===== src/rtl/cmdrx_pkg.sv =====
package cmdrx_pkg;

    localparam int CMD_W     = 8;
    localparam int CHAN_W    = 3;
    localparam int MODE_W    = 2;
    localparam int CNT_W     = $clog2(CMD_W);

    localparam int START_POS = CMD_W - 1;
    localparam int CHAN_LSB  = 4;
    localparam int UNI_POS   = 3;
    localparam int SGL_POS   = 2;
    localparam int MODE_LSB  = 0;

    typedef enum logic [MODE_W-1:0] {
        PM_FULL_DOWN = 2'b00,
        PM_FAST_DOWN = 2'b01,
        PM_INT_CLK   = 2'b10,
        PM_EXT_CLK   = 2'b11
    } pmode_e;

    typedef struct packed {
        logic [CHAN_W-1:0] chan;
        logic              unipolar;
        logic              single;
        pmode_e            mode;
    } cmd_t;

    typedef enum logic {
        FR_HUNT  = 1'b0,
        FR_SHIFT = 1'b1
    } frame_e;

endpackage


===== src/rtl/cmdrx_sync.sv =====
module cmdrx_sync #(
    parameter int              WIDTH   = 3,
    parameter int              STAGES  = 2,
    parameter logic [WIDTH-1:0] RST_VAL = '0
) (
    input  logic             clk,
    input  logic             rst,
    input  logic [WIDTH-1:0] d_i,
    output logic [WIDTH-1:0] q_o
);

    logic [STAGES-1:0][WIDTH-1:0] stg_d;
    logic [STAGES-1:0][WIDTH-1:0] stg_q;

    generate
        if (STAGES == 1) begin : g_single
            always_comb begin
                stg_d[0] = d_i;
            end
        end else begin : g_chain
            always_comb begin
                stg_d = {stg_q[STAGES-2:0], d_i};
            end
        end
    endgenerate

    always_ff @(posedge clk) begin
        if (rst) begin
            stg_q <= {STAGES{RST_VAL}};
        end else begin
            stg_q <= stg_d;
        end
    end

    assign q_o = stg_q[STAGES-1];

endmodule


===== src/rtl/cmdrx_front.sv =====
module cmdrx_front #(
    parameter int SYNC_STAGES = 2
) (
    input  logic clk,
    input  logic rst,
    input  logic cs_n_i,
    input  logic sclk_i,
    input  logic din_i,
    output logic cs_act_o,
    output logic cs_fall_o,
    output logic sclk_rise_o,
    output logic din_o
);

    typedef struct packed {
        logic sclk_p;
        logic csn_p;
    } front_t;

    logic [2:0] raw_s;
    logic       csn_s;
    logic       sclk_s;
    logic       din_s;
    front_t     fr_d;
    front_t     fr_q;

    cmdrx_sync #(
        .WIDTH   (3),
        .STAGES  (SYNC_STAGES),
        .RST_VAL (3'b100)
    ) sync_i (
        .clk (clk),
        .rst (rst),
        .d_i ({cs_n_i, sclk_i, din_i}),
        .q_o (raw_s)
    );

    assign csn_s  = raw_s[2];
    assign sclk_s = raw_s[1];
    assign din_s  = raw_s[0];

    always_comb begin
        fr_d        = fr_q;
        fr_d.sclk_p = sclk_s;
        fr_d.csn_p  = csn_s;
    end

    always_ff @(posedge clk) begin
        if (rst) begin
            fr_q.sclk_p <= 1'b0;
            fr_q.csn_p  <= 1'b1;
        end else begin
            fr_q <= fr_d;
        end
    end

    assign cs_act_o    = ~csn_s;
    assign cs_fall_o   = ~csn_s & fr_q.csn_p;
    assign sclk_rise_o = sclk_s & ~fr_q.sclk_p;
    assign din_o       = din_s;

    // A detected serial-clock edge lasts one system cycle (feeds R4 pulse width)
    assert_rise_single_R4: assert property (@(posedge clk) disable iff (rst)
        sclk_rise_o |=> !sclk_rise_o);

    // A select fall cannot repeat on the next cycle
    assert_fall_single_R8: assert property (@(posedge clk) disable iff (rst)
        cs_fall_o |=> !cs_fall_o);

endmodule


===== src/rtl/cmdrx_framer.sv =====
module cmdrx_framer
    import cmdrx_pkg::*;
(
    input  logic             clk,
    input  logic             rst,
    input  logic             cs_act_i,
    input  logic             cs_fall_i,
    input  logic             rise_i,
    input  logic             din_i,
    output logic             done_o,
    output logic [CMD_W-1:0] byte_o
);

    localparam logic [CNT_W-1:0] LAST_IDX = CNT_W'(CMD_W - 1);
    localparam logic [CMD_W-1:0] START_SEED = CMD_W'(1);

    typedef struct packed {
        frame_e             state;
        logic [CNT_W-1:0]   cnt;
        logic [CMD_W-1:0]   shreg;
        logic               done;
        logic [CMD_W-1:0]   cmd_byte;
    } framer_t;

    framer_t fm_d;
    framer_t fm_q;

    always_comb begin
        fm_d      = fm_q;
        fm_d.done = 1'b0;
        if (!cs_act_i || cs_fall_i) begin
            fm_d.state = FR_HUNT;
            fm_d.cnt   = '0;
            fm_d.shreg = '0;
        end else if (rise_i) begin
            unique case (fm_q.state)
                FR_HUNT: begin
                    if (din_i) begin
                        fm_d.shreg = START_SEED;
                        fm_d.cnt   = CNT_W'(1);
                        fm_d.state = FR_SHIFT;
                    end
                end
                FR_SHIFT: begin
                    fm_d.shreg = {fm_q.shreg[CMD_W-2:0], din_i};
                    if (fm_q.cnt == LAST_IDX) begin
                        fm_d.done     = 1'b1;
                        fm_d.cmd_byte = {fm_q.shreg[CMD_W-2:0], din_i};
                        fm_d.state    = FR_HUNT;
                        fm_d.cnt      = '0;
                    end else begin
                        fm_d.cnt = fm_q.cnt + CNT_W'(1);
                    end
                end
                default: fm_d.state = FR_HUNT;
            endcase
        end
    end

    always_ff @(posedge clk) begin
        if (rst) begin
            fm_q.state    <= FR_HUNT;
            fm_q.cnt      <= '0;
            fm_q.shreg    <= '0;
            fm_q.done     <= 1'b0;
            fm_q.cmd_byte <= '0;
        end else begin
            fm_q <= fm_d;
        end
    end

    assign done_o = fm_q.done;
    assign byte_o = fm_q.cmd_byte;

    // Every assembled command carries the start bit in its top position
    assert_start_msb_R2: assert property (@(posedge clk) disable iff (rst)
        fm_q.done |-> fm_q.cmd_byte[START_POS]);

    // Completion is a single-cycle event
    assert_done_pulse_R4: assert property (@(posedge clk) disable iff (rst)
        fm_q.done |=> !fm_q.done);

    // Select high leaves the framer hunting with nothing pending
    assert_idle_drop_R5: assert property (@(posedge clk) disable iff (rst)
        !cs_act_i |=> (fm_q.state == FR_HUNT && fm_q.cnt == '0 && !fm_q.done));

    // A select fall always restarts the hunt
    assert_fall_hunt_R8: assert property (@(posedge clk) disable iff (rst)
        cs_fall_i |=> (fm_q.state == FR_HUNT && !fm_q.done));

    // While hunting, a zero bit changes nothing
    assert_zero_skip_R2: assert property (@(posedge clk) disable iff (rst)
        (cs_act_i && !cs_fall_i && rise_i && !din_i && fm_q.state == FR_HUNT)
        |=> (fm_q.state == FR_HUNT && fm_q.cnt == '0));

endmodule


===== src/rtl/cmdrx_decode.sv =====
module cmdrx_decode
    import cmdrx_pkg::*;
(
    input  logic             clk,
    input  logic             rst,
    input  logic             done_i,
    input  logic [CMD_W-1:0] byte_i,
    output logic             valid_o,
    output cmd_t             cmd_o
);

    typedef struct packed {
        cmd_t cmd;
        logic valid;
    } dec_t;

    dec_t dc_d;
    dec_t dc_q;
    logic load;

    assign load = done_i & byte_i[START_POS];

    always_comb begin
        dc_d       = dc_q;
        dc_d.valid = load;
        if (load) begin
            dc_d.cmd.chan     = byte_i[CHAN_LSB +: CHAN_W];
            dc_d.cmd.unipolar = byte_i[UNI_POS];
            dc_d.cmd.single   = byte_i[SGL_POS];
            dc_d.cmd.mode     = pmode_e'(byte_i[MODE_LSB +: MODE_W]);
        end
    end

    always_ff @(posedge clk) begin
        if (rst) begin
            dc_q <= '0;
        end else begin
            dc_q <= dc_d;
        end
    end

    assign valid_o = dc_q.valid;
    assign cmd_o   = dc_q.cmd;

    // Reset leaves strobe low and fields cleared
    assert_reset_clear_R1: assert property (@(posedge clk)
        $past(rst) |-> (!dc_q.valid && dc_q.cmd == '0));

    // Strobe never lasts two cycles
    assert_valid_pulse_R4: assert property (@(posedge clk) disable iff (rst)
        dc_q.valid |=> !dc_q.valid);

    // A completed command lands in the fields one cycle later
    assert_field_load_R3: assert property (@(posedge clk) disable iff (rst)
        load |=> (dc_q.valid && dc_q.cmd.chan == $past(byte_i[CHAN_LSB +: CHAN_W])
                  && dc_q.cmd.mode == $past(byte_i[MODE_LSB +: MODE_W])));

    // Without a completed command the fields hold
    assert_field_hold_R7: assert property (@(posedge clk) disable iff (rst)
        !load |=> $stable(dc_q.cmd));

endmodule


===== src/rtl/startbit_cmd_rx.sv =====
module startbit_cmd_rx
    import cmdrx_pkg::*;
#(
    parameter int SYNC_STAGES = 2
) (
    input  logic       clk,
    input  logic       rst,
    input  logic       cs_n_i,
    input  logic       sclk_i,
    input  logic       din_i,
    output logic       valid_o,
    output logic [2:0] chan_o,
    output logic       unipolar_o,
    output logic       single_o,
    output logic [1:0] mode_o
);

    logic             cs_act;
    logic             cs_fall;
    logic             sclk_rise;
    logic             din_s;
    logic             frame_done;
    logic [CMD_W-1:0] frame_byte;
    cmd_t             cmd;

    cmdrx_front #(
        .SYNC_STAGES (SYNC_STAGES)
    ) front_i (
        .clk         (clk),
        .rst         (rst),
        .cs_n_i      (cs_n_i),
        .sclk_i      (sclk_i),
        .din_i       (din_i),
        .cs_act_o    (cs_act),
        .cs_fall_o   (cs_fall),
        .sclk_rise_o (sclk_rise),
        .din_o       (din_s)
    );

    cmdrx_framer framer_i (
        .clk       (clk),
        .rst       (rst),
        .cs_act_i  (cs_act),
        .cs_fall_i (cs_fall),
        .rise_i    (sclk_rise),
        .din_i     (din_s),
        .done_o    (frame_done),
        .byte_o    (frame_byte)
    );

    cmdrx_decode decode_i (
        .clk     (clk),
        .rst     (rst),
        .done_i  (frame_done),
        .byte_i  (frame_byte),
        .valid_o (valid_o),
        .cmd_o   (cmd)
    );

    assign chan_o     = cmd.chan;
    assign unipolar_o = cmd.unipolar;
    assign single_o   = cmd.single;
    assign mode_o     = cmd.mode;

    // A strobe only follows a framer completion one cycle earlier
    assert_strobe_source_R4: assert property (@(posedge clk) disable iff (rst)
        valid_o |-> $past(frame_done));

endmodule


===== config.mk =====
export PLATFORM = sky130hd
export DESIGN_NAME = startbit_cmd_rx
export DESIGN_NICKNAME = d
export VERILOG_FILES = /design/src/rtl/cmdrx_pkg.sv /design/src/rtl/cmdrx_sync.sv /design/src/rtl/cmdrx_front.sv /design/src/rtl/cmdrx_framer.sv /design/src/rtl/cmdrx_decode.sv /design/src/rtl/startbit_cmd_rx.sv
export SDC_FILE = /design/constraint.sdc
export NUM_CORES = 1
export LEC_CHECK = 0
export BUFFER_PORTS_ARGS = -buffer_cell sky130_fd_sc_hd__buf_2
export CELL_PAD_IN_SITES_DETAIL_PLACEMENT = 0
export CELL_PAD_IN_SITES_GLOBAL_PLACEMENT = 1
export CORE_MARGIN = 5
export CORE_UTILIZATION = 39
export DETAILED_ROUTE_END_ITERATION = 8
export PLACE_DENSITY = 0.82
export SLEW_MARGIN = 20
export SYNTH_ARGS = -nofsm -noshare
export SYNTH_HDL_FRONTEND = slang
export SYNTH_SLANG_ARGS = --single-unit
export TNS_END_PERCENT = 20

===== constraint.sdc =====
create_clock -name clk -period 1.2 [get_ports clk]
set_input_delay 0.12 -clock clk [delete_from_list [all_inputs] [get_ports clk]]
set_output_delay 0.12 -clock clk [all_outputs]
set_load 0.005 [all_outputs]

==> flow_summary.json <==
{
  "status": "finished with violations",
  "violations": "negative setup slack",
  "worst_slack_ns": -0.00827,
  "grt_max_degree": 34,
  "dp_hpwl_mm": 1.62,
  "dieArea_um2": 4780,
  "finalSetupViolations": 1,
  "synth_area_um2": 1370,
  "avgSynthCellArea_um2": 9.41,
  "synth-seq-cells": 36,
  "crit_top_cell": "ha_4",
  "portBuffers": 12,
  "grtUsageTotal_pct": 11.0,
  "place_area_um2": 1470,
  "cts_buffer_depth": 2,
  "power_frac_seq_pct": 62.8,
  "critPathKind": "reg2reg",
  "post-cts-setup-buffer-count": 0,
  "crit_fanout": 3,
  "cts_tree": "built",
  "postLayoutCellArea_um2": 1620,
  "placed_cells": 198,
  "finalCriticalPeriod_ns": 1.21,
  "n_antenna_cell": 0,
  "ys_types": 23,
  "drive_gt1_share_pct": 24.5,
  "core_area_um2": 3360,
  "power_leakage_nw": 0.547,
  "skew_ns": 0.00641,
  "p_sw_mw": 0.404,
  "hold_ws_ns": 0.00644,
  "routed_wirelength_mm": 2.43,
  "ant_nets": 0,
  "ys_async_sr_fraction_pct": 0,
  "rsz0062_at_grt": "yes",
  "pwr_density_cell_nw_per_um2": 1190,
  "slew_headroom_pct": 72.6,
  "power_frac_comb_pct": 2.9,
  "peakVddDrop_mv": 0.569,
  "fmax_mhz": 828,
  "grt_remaining_overflow": 0,
  "grt_pass1_wl_mm": 4.31,
  "start_kind": "register",
  "final-max-slew-violation-count": 0,
  "viasPerCell": 4.67,
  "endpoint_kind": "register",
  "yosysSeqAreaShare_pct": 52.8,
  "io_pins": 13,
  "htreeDepth": 2,
  "firstDrtPassIters": 4,
  "crit_required_ns": 1.47,
  "num_rows": 21,
  "hold_violations": 0,
  "worstMarginPinSlew_ns": 0.411,
  "final_core_util_pct": 48.0,
  "nets": 170,
  "areaGrowthSynthToFinish_pct": 18.3,
  "drt_first_iter_violations": 72,
  "fin_crit_sh_pct": 101,
  "path_cells": "ha_4 -> ha_4 -> a211o_2 -> a21oi_2",
  "die_h_um": 69.2,
  "path_clk_slew_ns": 0.10,
  "place_ws_ns": -0.0697,
  "worst_hold_path_type": "in2reg",
  "routed-via-count": 977,
  "sw_frac_of_total_pct": 21.0,
  "synth_warnings": 0,
  "cts_buffers": 5,
  "avgRoutedWirePerCell_um": 11.6,
  "cp.arrival_ns": 1.48,
  "syn_nets": 153,
  "place_congestion": 0.682,
  "cts.sinks": 36,
  "drv_cap": 0,
  "clockRootBuffer": "clkbuf_4",
  "intPower_mw": 1.52,
  "slowest_delay_ns": 0.37,
  "power_mw": 1.93,
  "grt_pass1_vias": 976,
  "slowest_stage": "dfxtp_4",
  "ys.flop_type": "dfxtp_1",
  "syn_inst": 145,
  "tns_ns": -0.00827,
  "drc": 0,
  "die_w_um": 69.2,
  "initial_core_util_pct": 40.6,
  "clk_latency_ns": 0.33,
  "antenna_found_initial": 0,
  "synth_edf_count": 0,
  "clkPwrFrac_pct": 34.3,
  "fin_cells": 209
}
## layout by cell type, fill, tap and decap left out
cell / count
clkbuf_8: 1
o21ai_0: 5
and3b_1: 1
buf_4: 5
and2b_1: 1
and3_4: 2
clkbuf_4: 5
a21oi_2: 1
a211o_2: 1
nor2b_1: 5
o21ba_2: 1
dfxtp_2: 2
a21oi_1: 16
dlygate4sd3_1: 2
or3_4: 1
or2_2: 3
nand3_1: 7
nand2_1: 17
mux2i_1: 8
nand2b_2: 1
buf_2: 12
dfxtp_1: 33
nand2b_1: 17
clkbuf_1: 2
nor2_1: 2
dfxtp_4: 1
nor3_1: 2
nor2_2: 1
nand3b_1: 1
o21ai_1: 4
ha_4: 3
## cells by family after synthesis
family,share of synthesized area (%)
DFF,52.8
and+or+nand+nor,23.7
muxes,5.87
AOI/OAI and AO/OA,11.0
buffers and inverters,3.85
adders and majority gates,2.75
## path summary, 6_finish.rpt
check                               start                       to  slack (ns)  cells past startpoint
setup / recovery        framer_i.fm_q[17]        framer_i.fm_q[20]      -0.008                      4
hold / removal                     sclk_i  front_i.sync_i.stg_d[4]       0.006                      2
setup reg to reg        framer_i.fm_q[17]        framer_i.fm_q[20]      -0.008                      4
hold reg to reg   front_i.sync_i.stg_d[5]    front_i.sync_i.q_o[2]        0.43                      1
## cell type report
cell class | count | area (um2)
Fill cell | 359 | 1750
Sequential cell | 36 | 727
Multi-Input combinational cell | 100 | 654
Timing Repair Buffer | 19 | 118
Clock buffer | 8 | 58.8
Tap cell | 46 | 57.6
## metal layers
metal	wire length, um	global-route usage [%]	up-vias
met1	1080	12.7	441
li1	-	-	516
met5	0	0	-
met4	47	5.42	0
met2	1200	18.1	16
met3	100	3.78	4
## power groups by stage
stage,sequential [mW],combinational (mW),clock (mW)
6_report,1.21,0.0557,0.661
5_1_grt,1.21,0.0619,0.739
4_1_cts,1.21,0.0555,0.677
3_5_place_dp,1.24,0.0500,0
3_3_place_gp,1.24,0.0484,0
2_1_floorplan,1.24,0.0346,0
## sequential cells by signal, summed over array words and instances (netlist names)
| name | cells |
|---|---|
| decode_i.valid_o | 1 |
| front_i.sync_i.q_o | 3 |
| front_i.sync_i.stg_d | 3 |
| framer_i.fm_q | 11 |
| framer_i.done_o | 1 |
| decode_i.cmd_o | 7 |
| front_i.fr_q | 2 |
| framer_i.byte_o | 8 |
## critical path: cells and delay by family, from the launching register on
family,cells,cell delay (ns)
adders and majority gates,2,0.33
AOI/OAI and AO/OA,2,0.44
DFF,1,0.37
## synth_stat cells (2+ instances only)
cell | instances | share of area (%)
dfxtp_1 | 36 | 53
nand2b_1 | 18 | 8.2
a21oi_1 | 17 | 6.2
nand2_1 | 17 | 4.7
mux2i_1 | 8 | 5.9
clkbuf_1 | 7 | 1.9
nand3_1 | 7 | 2.6
o21ai_0 | 7 | 2.6
nor2b_1 | 5 | 2.3
ha_1 | 3 | 2.8
nor2_1 | 3 | 0.82
or2_2 | 3 | 1.4
buf_6 | 2 | 1.6
nor3_1 | 2 | 0.73
o21ai_1 | 2 | 0.73
## what timing repair did
| item | 4_1_cts | 5_1_grt |
|---|---|---|
| endpoints found under the hold margin | 2 | 0 |
| gates cloned | 1 | 0 |
| hold buffers | 2 | 0 |
| setup endpoints to repair | 17 | 16 |
| resized for setup | 6 | 11 |
| pin swaps | 0 | 1 |
Note: power is estimated with default switching activity, not from simulation.
